$ cat config.mk
export PLATFORM = sky130hd
export DESIGN_NAME = wdt_timer
export DESIGN_NICKNAME = d
export VERILOG_FILES = /design/src/rtl/wdt_pkg.sv /design/src/rtl/wdt_prescaler.sv /design/src/rtl/wdt_counter.sv /design/src/rtl/wdt_ctrl.sv /design/src/rtl/wdt_timer.sv
export SDC_FILE = /design/constraint.sdc
export NUM_CORES = 1
export LEC_CHECK = 0
export BUFFER_PORTS_ARGS = -buffer_cell sky130_fd_sc_hd__buf_2
export CAP_MARGIN = 30
export CORE_AREA = 5 5 91 93
export DETAILED_ROUTE_END_ITERATION = 6
export DIE_AREA = 0 0 96 98
export PLACE_DENSITY = 0.51
export SYNTH_ARGS = -nofsm -noshare
export SYNTH_HDL_FRONTEND = slang
export SYNTH_SLANG_ARGS = --single-unit
$ cat constraint.sdc
create_clock -name clk -period 4.29 [get_ports clk]
set_clock_uncertainty 0.15 [all_clocks]
set_input_delay 0.429 -clock clk [delete_from_list [all_inputs] [get_ports clk]]
set_output_delay 0.429 -clock clk [all_outputs]
set_load 0.02 [all_outputs]
$ cat src/rtl/wdt_pkg.sv
package wdt_pkg;

    localparam int          CNT_W  = 8;
    localparam int          MAIN_W = 17;
    localparam int          SUB_W  = 8;
    localparam logic [7:0]  WR_KEY = 8'hA5;

    // control byte, MSB first: flag, divider select, action, source, mode, enable
    typedef struct packed {
        logic       ovf;
        logic [2:0] div;
        logic       act;
        logic       src;
        logic       mode;
        logic       en;
    } ctrl_t;

    // log2 of the division ratio for a chain and a select value
    function automatic int div_exp(input logic sub, input logic [2:0] sel);
        if (sub) return int'(sel) + 1;
        case (sel)
            3'd0:    return 1;
            3'd1:    return 6;
            3'd2:    return 7;
            3'd3:    return 9;
            3'd4:    return 11;
            3'd5:    return 13;
            3'd6:    return 15;
            default: return 17;
        endcase
    endfunction

endpackage

$ cat src/rtl/wdt_prescaler.sv
module wdt_prescaler
    import wdt_pkg::*;
#(
    parameter int   W   = MAIN_W,
    parameter logic SUB = 1'b0
) (
    input  logic       clk,
    input  logic       rst,
    input  logic       en,
    input  logic       tick_in,
    input  logic [2:0] sel,
    output logic       tick_out
);
    logic [W-1:0] cnt;
    logic [W:0]   span;
    logic [W-1:0] mask;

    always_comb begin
        span = ({{W{1'b0}}, 1'b1} << div_exp(SUB, sel)) - 1'b1;
        mask = span[W-1:0];
    end

    assign tick_out = en & tick_in & (&(cnt | ~mask));

    always_ff @(posedge clk) begin
        if (rst || !en) cnt <= '0;
        else if (tick_in) cnt <= cnt + 1'b1;
    end


    psc_idle_chk: assert property (@(posedge clk) disable iff (rst)
        !$past(en) |-> (cnt == '0));
endmodule

$ cat src/rtl/wdt_counter.sv
module wdt_counter
    import wdt_pkg::*;
(
    input  logic             clk,
    input  logic             rst,
    input  logic             en,
    input  logic             tick,
    output logic [CNT_W-1:0] count,
    output logic             wrap
);
    assign wrap = en & tick & (&count);

    always_ff @(posedge clk) begin
        if (rst || !en) count <= '0;
        else if (tick) count <= count + 1'b1;
    end


    cnt_idle_chk: assert property (@(posedge clk) disable iff (rst)
        !$past(en) |-> (count == '0));

    cnt_step_chk: assert property (@(posedge clk) disable iff (rst)
        (en && tick && !(&count)) |=> (count == $past(count) + 1'b1));
endmodule

$ cat src/rtl/wdt_ctrl.sv
module wdt_ctrl
    import wdt_pkg::*;
(
    input  logic        clk,
    input  logic        rst,
    input  logic        wr_en,
    input  logic [15:0] wr_word,
    input  logic        rd_en,
    input  logic        rd_sel,
    input  logic        wrap,
    output ctrl_t       ctrl
);
    logic  armed, arm_n;
    logic  wr_ok;
    ctrl_t nxt;

    assign wr_ok = wr_en && (wr_word[15:8] == WR_KEY);

    always_comb begin
        nxt   = ctrl;
        arm_n = armed;
        if (rd_en && !rd_sel && ctrl.ovf) arm_n = 1'b1;
        if (wr_ok) begin
            nxt     = ctrl_t'(wr_word[7:0]);
            nxt.ovf = ctrl.ovf;
            if (!wr_word[0])              nxt.ovf = 1'b0;
            else if (armed && !wr_word[7]) nxt.ovf = 1'b0;
            arm_n = 1'b0;
        end
        if (wrap) nxt.ovf = !(ctrl.mode && ctrl.act);
        if (!nxt.ovf) arm_n = 1'b0;
    end

    always_ff @(posedge clk) begin
        if (rst) begin
            ctrl  <= '0;
            armed <= 1'b0;
        end else begin
            ctrl  <= nxt;
            armed <= arm_n;
        end
    end


    key_ignore_chk: assert property (@(posedge clk) disable iff (rst)
        (wr_en && wr_word[15:8] != WR_KEY) |=>
        ($stable(ctrl.div) && $stable(ctrl.act) && $stable(ctrl.src)
         && $stable(ctrl.mode) && $stable(ctrl.en)));

    flag_set_chk: assert property (@(posedge clk) disable iff (rst)
        (wrap && !(ctrl.mode && ctrl.act)) |=> ctrl.ovf);

    flag_noset_chk: assert property (@(posedge clk) disable iff (rst)
        (!ctrl.ovf && !wrap) |=> !ctrl.ovf);
endmodule

$ cat src/rtl/wdt_timer.sv
module wdt_timer
    import wdt_pkg::*;
(
    input  logic        clk,
    input  logic        rst,
    input  logic        main_tick,
    input  logic        sub_tick,
    input  logic        wr_en,
    input  logic [15:0] wr_word,
    input  logic        rd_en,
    input  logic        rd_sel,
    output logic [7:0]  rd_data,
    output logic        irq_ivl,
    output logic        rst_req,
    output logic        nmi_req
);
    ctrl_t            ctrl;
    logic [CNT_W-1:0] count;
    logic             wrap;
    logic [1:0]       src_tick;
    logic [1:0]       div_tick;

    assign src_tick = {sub_tick, main_tick};

    wdt_ctrl u_ctrl (
        .clk(clk), .rst(rst), .wr_en(wr_en), .wr_word(wr_word),
        .rd_en(rd_en), .rd_sel(rd_sel), .wrap(wrap), .ctrl(ctrl)
    );

    for (genvar g = 0; g < 2; g++) begin : g_chain
        wdt_prescaler #(
            .W  (g == 1 ? SUB_W : MAIN_W),
            .SUB(g == 1 ? 1'b1 : 1'b0)
        ) u_psc (
            .clk(clk), .rst(rst), .en(ctrl.en),
            .tick_in(src_tick[g]), .sel(ctrl.div), .tick_out(div_tick[g])
        );
    end

    wdt_counter u_cnt (
        .clk(clk), .rst(rst), .en(ctrl.en),
        .tick(div_tick[ctrl.src]), .count(count), .wrap(wrap)
    );

    always_ff @(posedge clk) begin
        if (rst) begin
            rst_req <= 1'b0;
            nmi_req <= 1'b0;
        end else begin
            rst_req <= wrap & ctrl.mode & ctrl.act;
            nmi_req <= wrap & ctrl.mode & ~ctrl.act;
        end
    end

    assign irq_ivl = ctrl.ovf & ~ctrl.mode;
    assign rd_data = rd_sel ? count : ctrl;


    nmi_pulse_chk: assert property (@(posedge clk) disable iff (rst)
        nmi_req |=> !nmi_req);

    rst_pulse_chk: assert property (@(posedge clk) disable iff (rst)
        rst_req |=> !rst_req);

    req_excl_chk: assert property (@(posedge clk) disable iff (rst)
        !(rst_req && nmi_req));

    irq_mode_chk: assert property (@(posedge clk) disable iff (rst)
        irq_ivl |-> !ctrl.mode);
endmodule

==> results.md, run 1 <==
- Outcome: completed
- Die area: 9410 sq um
- CTS tree: done
- Number of cells on the worst hold path: 3
- Post-synth EDFFs: 0
- Port Buffer Count: 33
- Post-cts gate resize count: 0
- Crit-path cells: nand2_1 > inv_1 > ha_1 > nand2_1 > ha_1 > a21bo_2 > a22oi_1 > o21ai_0 > a22oi_2 > a32oi_2 > or4_1 > a21oi_1
- Hold slack: 218 ps
- Die height: 98 um
- Post-CTS setup buffers: 0
- Global-route wire length before repair: 10.1 mm
- Initial DRC count: 113
- Minimum clock period: 3780 ps
- Worst slew pin tran: 791 ps
- Layout cells sized above 1: 18.3%
- Clk slew on worst S/H paths: 80 ps
- Final Setup Violations: 0
- CTS H-tree lvls: 2
- CP Capture Type: flip-flop
- Ys async rst share: 0%
- Critical Path Fanout Max: 18
- Worst min path class: in -> reg
- Synth-to-Final Area Change: 11.1%
- FF-to-FF path depth: 12
- RSZ-0062 raised after global routing: false
- PnR Total Power: 0.675 mW
- Synth warnings: 0
- CTS Buf Count: 5
- Max Used Layer: met4
- Post-synthesis sequential area ratio: 35.3%
- Antenna viol nets, final: 0
- Met3 routed WL: 300 um
- # fillers: 825
- Starting Density: 33.6%
- RD Place Congestion: 0.802
- Gr usage total: 13.2%
- Ant. Diodes: 0
- Reg2reg setup slack: 510 ps
- Setup CP Type: reg -> reg
- Die extent in x: 96 um
- Critical Path Source Type: flip-flop
- Drt first pass iters: 5
- Clk Latency, worst-skew pair: 290 ps
- Hold_sp: wr_word[2]
- CTS sink count: 44
- Syn_nets: 326
- CP max-delay cell: or4_1
- Drc violations: 0
- Final Cycle Share: 88.2%
- Req. time, crit path: 4360 ps
- Vias: 2,145
- Hold Fails Final Rpt: 0
- Delay of the slowest critical-path stage: 600 ps
- Max-Cap Viols: 0
- Boundary pin count: 34
- Netlist Area Pre-Place: 2500 sq um
- Wire length on met1: 2.70 mm
- WL/cell: 13.7 um
- Layout Nets: 352
- Hold Buf Count CTS: 0
- Vias in the first global route: 2,137
- Detailed Place HPWL: 4.31 mm
- Post-DR vias/cell: 5.06
- Post-Route WL: 5.80 mm
- Worst endpoint data arrival time: 3850 ps
- Largest net degree at the start of global routing: 20
- Root Driver: clkbuf_8
- Mean area per synthesized cell: 8.44 sq um
- Core area: 7450 sq um
- Metal2 WL: 2.73 mm
- Slew margin rel.: 47.3%
- FF-to-FF End: u_cnt.count[6]
- Hold path endpoint: u_ctrl.ctrl[2]
- Final Max Tran Viols: 0
- Gr ovfl total: 0
- Synth Flop Type: dfxtp_1
- Initial antenna violation count: 0
- Total negative setup slack: 0 ps
- PD cells: 243 nW/um^2
- Cell count after synthesis: 296
- Worst R2R Start: u_ctrl.ctrl[4]
- Leak: 1.02 nW
- Maximum vdd ir drop: 111 uV
- Synth cell types: 54
- Clock buffer depth: 2
- #FFs+latches synth: 44
- Rows: 32
- Fmax: 0.264 GHz
cells in the final DEF, fill, tap and decap left out, drive strengths merged, types with 2 or more instances in the layout:
cell type	synthesis	routed
dfxtp	44	44
nor2	42	42
buf	9	35
nand2	25	25
o21ai	18	18
xor2	17	17
mux2i	13	13
nand3	11	11
a21oi	10	10
nand4	10	10
ha	7	7
or3	7	7
mux2	6	6
nor2b	6	6
nand2b	6	6
xnor2	6	6
nor3	6	6
clkbuf	7	6
inv	5	5
nand3b	3	3
a22oi	3	3
o22ai	2	2
nand4b	2	2
nor4	2	2
a2bb2oi	2	2
o221ai	2	2
and2	2	2
o31ai	2	2
or4	2	2
and3	2	2
a32oi	2	2
power by group:
part | leakage (nW) | total, mW | switching (mW) | internal, mW
clock network | 0.0410 | 0.246 | 0.135 | 0.111
logic | 0.622 | 0.0204 | 0.00975 | 0.0107
registers | 0.354 | 0.408 | 0.000163 | 0.408
how the worst max path moves through the flow:
| stage | startpoint | to | slack (ps) | cells after the start |
|---|---|---|---|---|
| 6_report | u_ctrl.ctrl[4] | u_cnt.count[6] | 510 | 12 |
| 5_1_grt | u_ctrl.ctrl[4] | u_cnt.count[7] | 180 | 12 |
| 4_1_cts | u_ctrl.ctrl[4] | u_cnt.count[6] | 560 | 12 |
| 3_5_place_dp | u_ctrl.ctrl[4] | u_cnt.count[6] | 600 | 12 |
| 3_3_place_gp | u_ctrl.ctrl[4] | u_cnt.count[6] | 780 | 12 |
| 2_1_floorplan | u_ctrl.ctrl[5] | u_cnt.count[6] | 1190 | 15 |
synthesized netlist by cell type, types with 2 or more instances:
library cell	count	share of area, %
xor2_1	17	6.0
nor3_1	5	1.0
nand3b_1	3	0.90
o31ai_1	2	0.60
nand2_1	25	3.8
or3_1	3	0.75
clkbuf_8	2	1.1
inv_1	5	0.75
o221ai_1	2	0.70
or4_1	2	0.60
mux2i_1	13	5.2
ha_1	7	3.5
nor2_1	42	6.3
nand2b_1	6	1.5
nor4_1	2	0.50
o22ai_1	2	0.50
and2_1	2	0.50
o21ai_0	18	3.6
buf_4	4	1.2
nand3_1	11	2.2
a2bb2oi_1	2	0.70
nand4_1	10	2.5
dfxtp_1	44	35
mux2_2	6	2.7
buf_2	4	0.80
nor2b_1	6	1.5
or3_2	4	1.2
nand4b_1	2	0.70
a21oi_1	10	2.0
xnor2_1	6	2.1
a22oi_1	2	0.60
clkbuf_1	5	0.75
logic make-up (layout without fill, tap and decap cells):
family | count (synthesis) | count (layout) | synth area share [%]
AO/OA/AOI/OAI | 50 | 50 | 13.4
adder cells (fa/ha/maj) | 7 | 7 | 3.51
XOR/XNOR | 23 | 23 | 8.06
buffers and inverters | 21 | 47 | 5.06
other | 1 | 1 | 0.150
AND/OR/NAND/NOR | 131 | 131 | 26.6
multiplexers | 19 | 19 | 7.91
flip-flops | 44 | 44 | 35.3
through the flow:
stage               std cells  setup WS, ps  util (%)  cell area, sq um
CTS                       424           558      37.3              2780
floorplan                 296          1190         -              2500
global placement          417           783      36.2              2700
detailed placement        417           600      36.2              2700
global route              424           185      37.3              2780
finish                    424           508      37.3              2780
area by class of cell:
class,count,area (sq um),share of cell area (%)
Clock buffer,6,72.6,2.61
Clock inverter,1,5.00,0.180
Inverter,5,18.8,0.676
Multi-Input combinational cell,231,1490,53.7
Sequential cell,44,881,31.7
Tap cell,102,128,4.60
Timing Repair Buffer,35,180,6.49
sequential cells by signal, summed over array words and instances (netlist names):
| name | count |
|---|---|
| u_cnt.count | 8 |
| g_chain.u_psc.cnt | 25 |
| nmi_req | 1 |
| rst_req | 1 |
| u_ctrl.armed | 1 |
| u_ctrl.ctrl | 8 |
metal layers:
metal,GRT usage [%],vias up
li1,-,1097
met1,17.6,989
met2,21.3,52
met3,3.00,7
met4,3.61,0
met5,0,-
critical path: cells and delay by family, from the launching register on:
kind	cells	cell delay, ps
flops	1	590
compound gates	6	1100
fa+ha+maj	2	690
simple gates	3	1010
buf+inv	1	170
Note: power is estimated with default switching activity, not from simulation.
==> run 2, diff against run 1 <==
Settings changed: CORE_AREA 5 5 91 93 to 5 5 73 75, DIE_AREA 0 0 96 98 to 0 0 78 80, PLACE_DENSITY 0.51 to 0.76.
==> run 2 against run 1 <==
Clock power about the same. First-iteration DRC count up 17%. Non-clock buffer count increased by 1. Worst setup slack better by 32 ps. Hold slack hardly changed. Sequential cell count did not move. Sequential power about the same. Combinational power fell by 3%. Die area decreased by 34%. Sequential share of layout area rose by 0.57 points. Final cell count decreased by 11%. Core utilization increased by 22 points. Critical endpoint is now u_cnt.count[7]. Largest cell class unchanged.
==> results.md, run 2 (synthesis gave the netlist of run 1 again) <==
- Global-route wire length before repair: 8.94 mm
- RD Place Congestion: 0.879
- Boundary pin count: 34
- Starting Density: 54.3%
- Commonest non-fill, non-tap cell in the layout: dfxtp_1
- FF-to-FF path depth: 12
- Clk Latency, worst-skew pair: 290 ps
- Rows: 25
- CTS Buf Count: 5
- CTS H-tree lvls: 2
- Final Cycle Share: 87.4%
- Post-cts gate resize count: 0
- Die extent in x: 78 um
- Most flop-heavy register: g_chain.u_psc.cnt
- Initial DRC count: 132
- Die height: 80 um
- Post-Route WL: 5.09 mm
- Final Setup Violations: 0
- Most frequent cells in the layout: 44 x dfxtp_1, 42 x nor2_1, 33 x buf_2
- Maximum vdd ir drop: 156 uV
- WL/cell: 13.5 um
- Hold Fails Final Rpt: 0
- CP Capture Type: flip-flop
- Hold Buf Count CTS: 0
- Vias in the first global route: 1,978
- Clk slew on worst S/H paths: 80 ps
- # fillers: 406
- PD cells: 248 nW/um^2
- Post-DR vias/cell: 5.69
- Minimum clock period: 3750 ps
- Layout cells sized above 1: 18.9%
- Drc violations: 0
- Hold slack: 218 ps
- Setup CP Type: reg -> reg
- Root Driver: clkbuf_8
- CP endpoint: u_cnt.count[7]
- Initial antenna violation count: 0
- Core area: 4600 sq um
- Reg2reg setup slack: 540 ps
- Outcome: completed
- Fmax: 0.267 GHz
- Gr ovfl total: 0
- Largest net degree at the start of global routing: 20
- Vias: 2,145
- Synth-to-Final Area Change: 9.16%
- PnR Total Power: 0.675 mW
- Worst R2R Start: u_ctrl.ctrl[4]
- Port Buffer Count: 33
- Critical Path Source Type: flip-flop
- Clock buffer depth: 2
- Req. time, crit path: 4370 ps
- Largest regs: g_chain.u_psc.cnt (25), u_cnt.count (8), u_ctrl.ctrl (8)
- Pre-CTS setup slack: 635 ps
- Layout Nets: 353
- Antenna viol nets, final: 0
- Drt first pass iters: 4
- Total negative setup slack: 0 ps
- Worst min path class: in -> reg
- Final Max Tran Viols: 0
- Worst endpoint data arrival time: 3830 ps
- Crit path from: u_ctrl.ctrl[4]
- Gr usage total: 17.5%
- Ant. Diodes: 0
- Worst setup margin: 539 ps
- Slew margin rel.: 49.8%
- Post-Layout Inst Area: 2730 sq um
- Leak: 1.02 nW
- CTS tree: done
- RSZ-0062 raised after global routing: false
- FF-to-FF End: u_cnt.count[7]
- Post-CTS setup buffers: 0
- Die area: 6240 sq um
- Placed Area: 2650 sq um
- CTS sink count: 44
- Worst slew pin tran: 753 ps
- Critical Path Fanout Max: 18
- Flip-flop count of the largest register after layout: 25
- Detailed Place HPWL: 3.77 mm
- Max-Cap Viols: 0
[run 2: cell count changes in the layout (fill, tap and decap cells not counted)]
cell	delta
clkinvlp_4	+1
clkbuf_1	-1
buf_4	+1
[run 2: area by class of cell]
cell class	count	area [sq um]	share of cell area, %
repair buffers	36	188	6.88
inverters	5	18.8	0.688
clock buffers	5	68.8	2.52
well taps	54	67.6	2.48
clock inverters	2	12.5	0.459
flip-flops and latches	44	881	32.3
multi-input cells	231	1490	54.7
[run 2: worst min-delay path by stage]
| stage | start | to | slack (ps) | cells past startpoint |
|---|---|---|---|---|
| 3_3_place_gp | u_cnt.count[7] | u_cnt.count[7] | 330 | 2 |
| 4_1_cts | wr_word[6] | u_ctrl.ctrl[6] | 210 | 3 |
| 3_5_place_dp | u_cnt.count[3] | u_cnt.count[3] | 340 | 2 |
| 6_report | wr_word[6] | u_ctrl.ctrl[6] | 220 | 3 |
| 5_1_grt | wr_word[6] | u_ctrl.ctrl[6] | 210 | 3 |
| 2_1_floorplan | u_cnt.count[7] | u_cnt.count[7] | 310 | 2 |
[run 2: per-layer routing]
metal	wire, um	GRT usage, %	vias up
met5	0	0	-
met2	2460	28.3	39
met4	31	5.91	0
met1	2420	23.1	1004
met3	174	3.95	2
li1	-	-	1100
[run 2: critical path: stages (launching register included)]
cell and delay [ps]:
dfxtp_1 610, nand2_1 280, inv_1 160, ha_1 370, nand2_1 120, ha_1 310, a21bo_2 260, a22oi_1 130
o21ai_0 130, a22oi_2 200, a32oi_2 230, or4_1 590, a21oi_1 150
[run 2: stage by stage]
step           utilization (%)  std cells
2_1_floorplan                -        296
3_3_place_gp              57.6        370
3_5_place_dp              57.6        370
4_1_cts                   59.3        377
5_1_grt                   59.3        377
6_report                  59.3        377
[run 2: report_power, final]
| group | switching (mW) | internal (mW) |
|---|---|---|
| Sequential | 0.000132 | 0.408 |
| Combinational | 0.00913 | 0.0107 |
| Clock | 0.137 | 0.110 |
==> run 3, diff against run 2 <==
Settings changed: PLACE_DENSITY 0.76 to 0.86.
==> run 3 against run 2 <==
Hold slack got worse by 4.5 ps. Register-to-register slack lost 60 ps. Fmax decreased by 1.6%. Count of clock-buffer cells in the layout increased by 1. Combinational power hardly changed. Cell area is 0.41% higher. Routed wire length up 6.5%. Sequential share of layout area fell by 0.13 points. Highest routed layer unchanged.
==> results.md, run 3 (synthesis gave the netlist of run 1 again) <==
- Port Buffer Count: 33
- Critical Path Source Type: flip-flop
- Minimum clock period: 3810 ps
- Detailed Place HPWL: 3.90 mm
- Worst min path class: in -> reg
- Final Max Tran Viols: 0
- Leak: 1.03 nW
- Initial DRC count: 165
- RSZ-0062 raised after global routing: false
- Worst R2R Start: u_ctrl.ctrl[5]
- Total negative setup slack: 0 ps
- Combinational share of power: 2.7%
- Layout Utilization: 59.6%
- Slew margin rel.: 51.6%
- Vias in the first global route: 2,001
- Multi-input gate area: 1490 sq um
- Maximum vdd ir drop: 175 uV
- Hold_sp: wr_word[3]
- Post-Layout Inst Area: 2740 sq um
- Req. time, crit path: 4380 ps
- Max Used Layer: met4
- Critical Path Fanout Max: 20
- Met3 routed WL: 264 um
- CP bufs+invs: 1
- Die area: 6240 sq um
- Max-Cap Viols: 0
- Initial antenna violation count: 0
- Hold Buf Count CTS: 0
- Largest net degree at the start of global routing: 34
- CTS tree: done
- PnR Total Power: 0.743 mW
- Flip-flop count of the largest register after layout: 25
- Post-CTS setup buffers: 0
- Vias: 2,186
- Layout cells sized above 1: 18.3%
- FF/Latch Area: 881 sq um
- Worst endpoint data arrival time: 3910 ps
- Clk slew on worst S/H paths: 90 ps
- Layout Nets: 351
- Worst slew pin tran: 727 ps
- Core area: 4600 sq um
- Worst setup margin: 477 ps
- Die extent in x: 78 um
- Drt first pass iters: 4
- CTS H-tree lvls: 2
- Hold slack: 213 ps
- FF-to-FF path depth: 12
- Post-cts gate resize count: 0
- Die height: 80 um
- Post-DR vias/cell: 5.81
- Placed Area: 2630 sq um
- WL/cell: 14.4 um
- Most frequent cells in the layout: 44 x dfxtp_1, 42 x nor2_1, 33 x buf_2
- Clock buffer depth: 2
- Metal2 WL: 2.69 mm
- Hold path endpoint: u_ctrl.ctrl[3]
- Rows: 25
- Commonest non-fill, non-tap cell in the layout: dfxtp_1
- Ant. Diodes: 0
- Final Setup Violations: 0
- Post-Route WL: 5.42 mm
- Setup CP Type: reg -> reg
- Part of the power in the clock network: 42.3%
- Fmax: 0.262 GHz
- RD Place Congestion: 0.964
- PD cells: 271 nW/um^2
- Wire length on met1: 2.35 mm
- Starting Density: 54.3%
- Final Cycle Share: 88.9%
- # fillers: 403
- Crit-path cells: nand2_1 > inv_1 > ha_1 > nand2_1 > ha_1 > a21bo_2 > a22oi_1 > o21ai_0 > a22oi_2 > a32oi_2 > or4_1 > a21oi_1
- Outcome: completed
- CTS Buf Count: 5
- Cell internal pwr: 0.592 mW
- Largest regs: g_chain.u_psc.cnt (25), u_cnt.count (8), u_ctrl.ctrl (8)
- Global-route wire length before repair: 8.95 mm
- CTS sink count: 44
- Reg2reg setup slack: 480 ps
- Sw Share: 20.3%
- Antenna viol nets, final: 0
- Clk Latency, worst-skew pair: 300 ps
- Gr usage total: 17.8%
- NetSw: 0.151 mW
- Dpl cells: 368
- Hold Fails Final Rpt: 0
- Drc violations: 0
- Gr ovfl total: 0
- FF-to-FF End: u_cnt.count[7]
- Pre-CTS setup slack: 528 ps
- Boundary pin count: 34
- Root Driver: clkbuf_8
- Most flop-heavy register: g_chain.u_psc.cnt
- Number of cells on the worst hold path: 3
- CP max-delay cell: dfxtp_1
- Delay of the slowest critical-path stage: 690 ps
- CP delay by family, top: simple AND/OR/NAND/NOR gates
- Synth-to-Final Area Change: 9.61%
- Layout Cells excl Fill: 376
- CP Capture Type: flip-flop
- Sequential share of power: 55.0%
## run 3: area by class of cell
cell class | count | share of cell area, %
clock inverter | 2 | 1.28
timing repair buffer | 34 | 6.30
tap | 54 | 2.47
multi-input combinational | 231 | 54.5
sequential | 44 | 32.2
inverter | 5 | 0.685
clock buffer | 6 | 2.65
## run 3: worst max path at each step
| stage | start | end | slack (ps) | cells past startpoint |
|---|---|---|---|---|
| floorplan | u_ctrl.ctrl[5] | u_cnt.count[6] | 1190 | 15 |
| global placement | u_ctrl.ctrl[5] | u_cnt.count[7] | 720 | 12 |
| detailed placement | u_ctrl.ctrl[5] | u_cnt.count[7] | 530 | 12 |
| CTS | u_ctrl.ctrl[5] | u_cnt.count[7] | 520 | 12 |
| global route | u_ctrl.ctrl[5] | u_cnt.count[7] | 160 | 12 |
| finish | u_ctrl.ctrl[5] | u_cnt.count[7] | 480 | 12 |
## run 3: metal layers
metal | vias to the layer above | global-route usage, %
met5 | - | 0
met3 | 12 | 4.18
met4 | 0 | 8.61
met1 | 1030 | 21.1
met2 | 44 | 30.0
li1 | 1100 | -
## run 3: power groups by stage
stage          Sequential (mW)  Clock [mW]  Combinational, mW
2_1_floorplan            0.418           0            0.00943
4_1_cts                  0.408       0.321             0.0199
6_report                 0.408       0.314             0.0199
3_5_place_dp             0.418           0             0.0199
5_1_grt                  0.408       0.341             0.0219
3_3_place_gp             0.418           0             0.0193
## run 3: worst min-delay path: stages
cell	delay (ps)
buf_2	80
mux2i_1	60
nor2_1	70
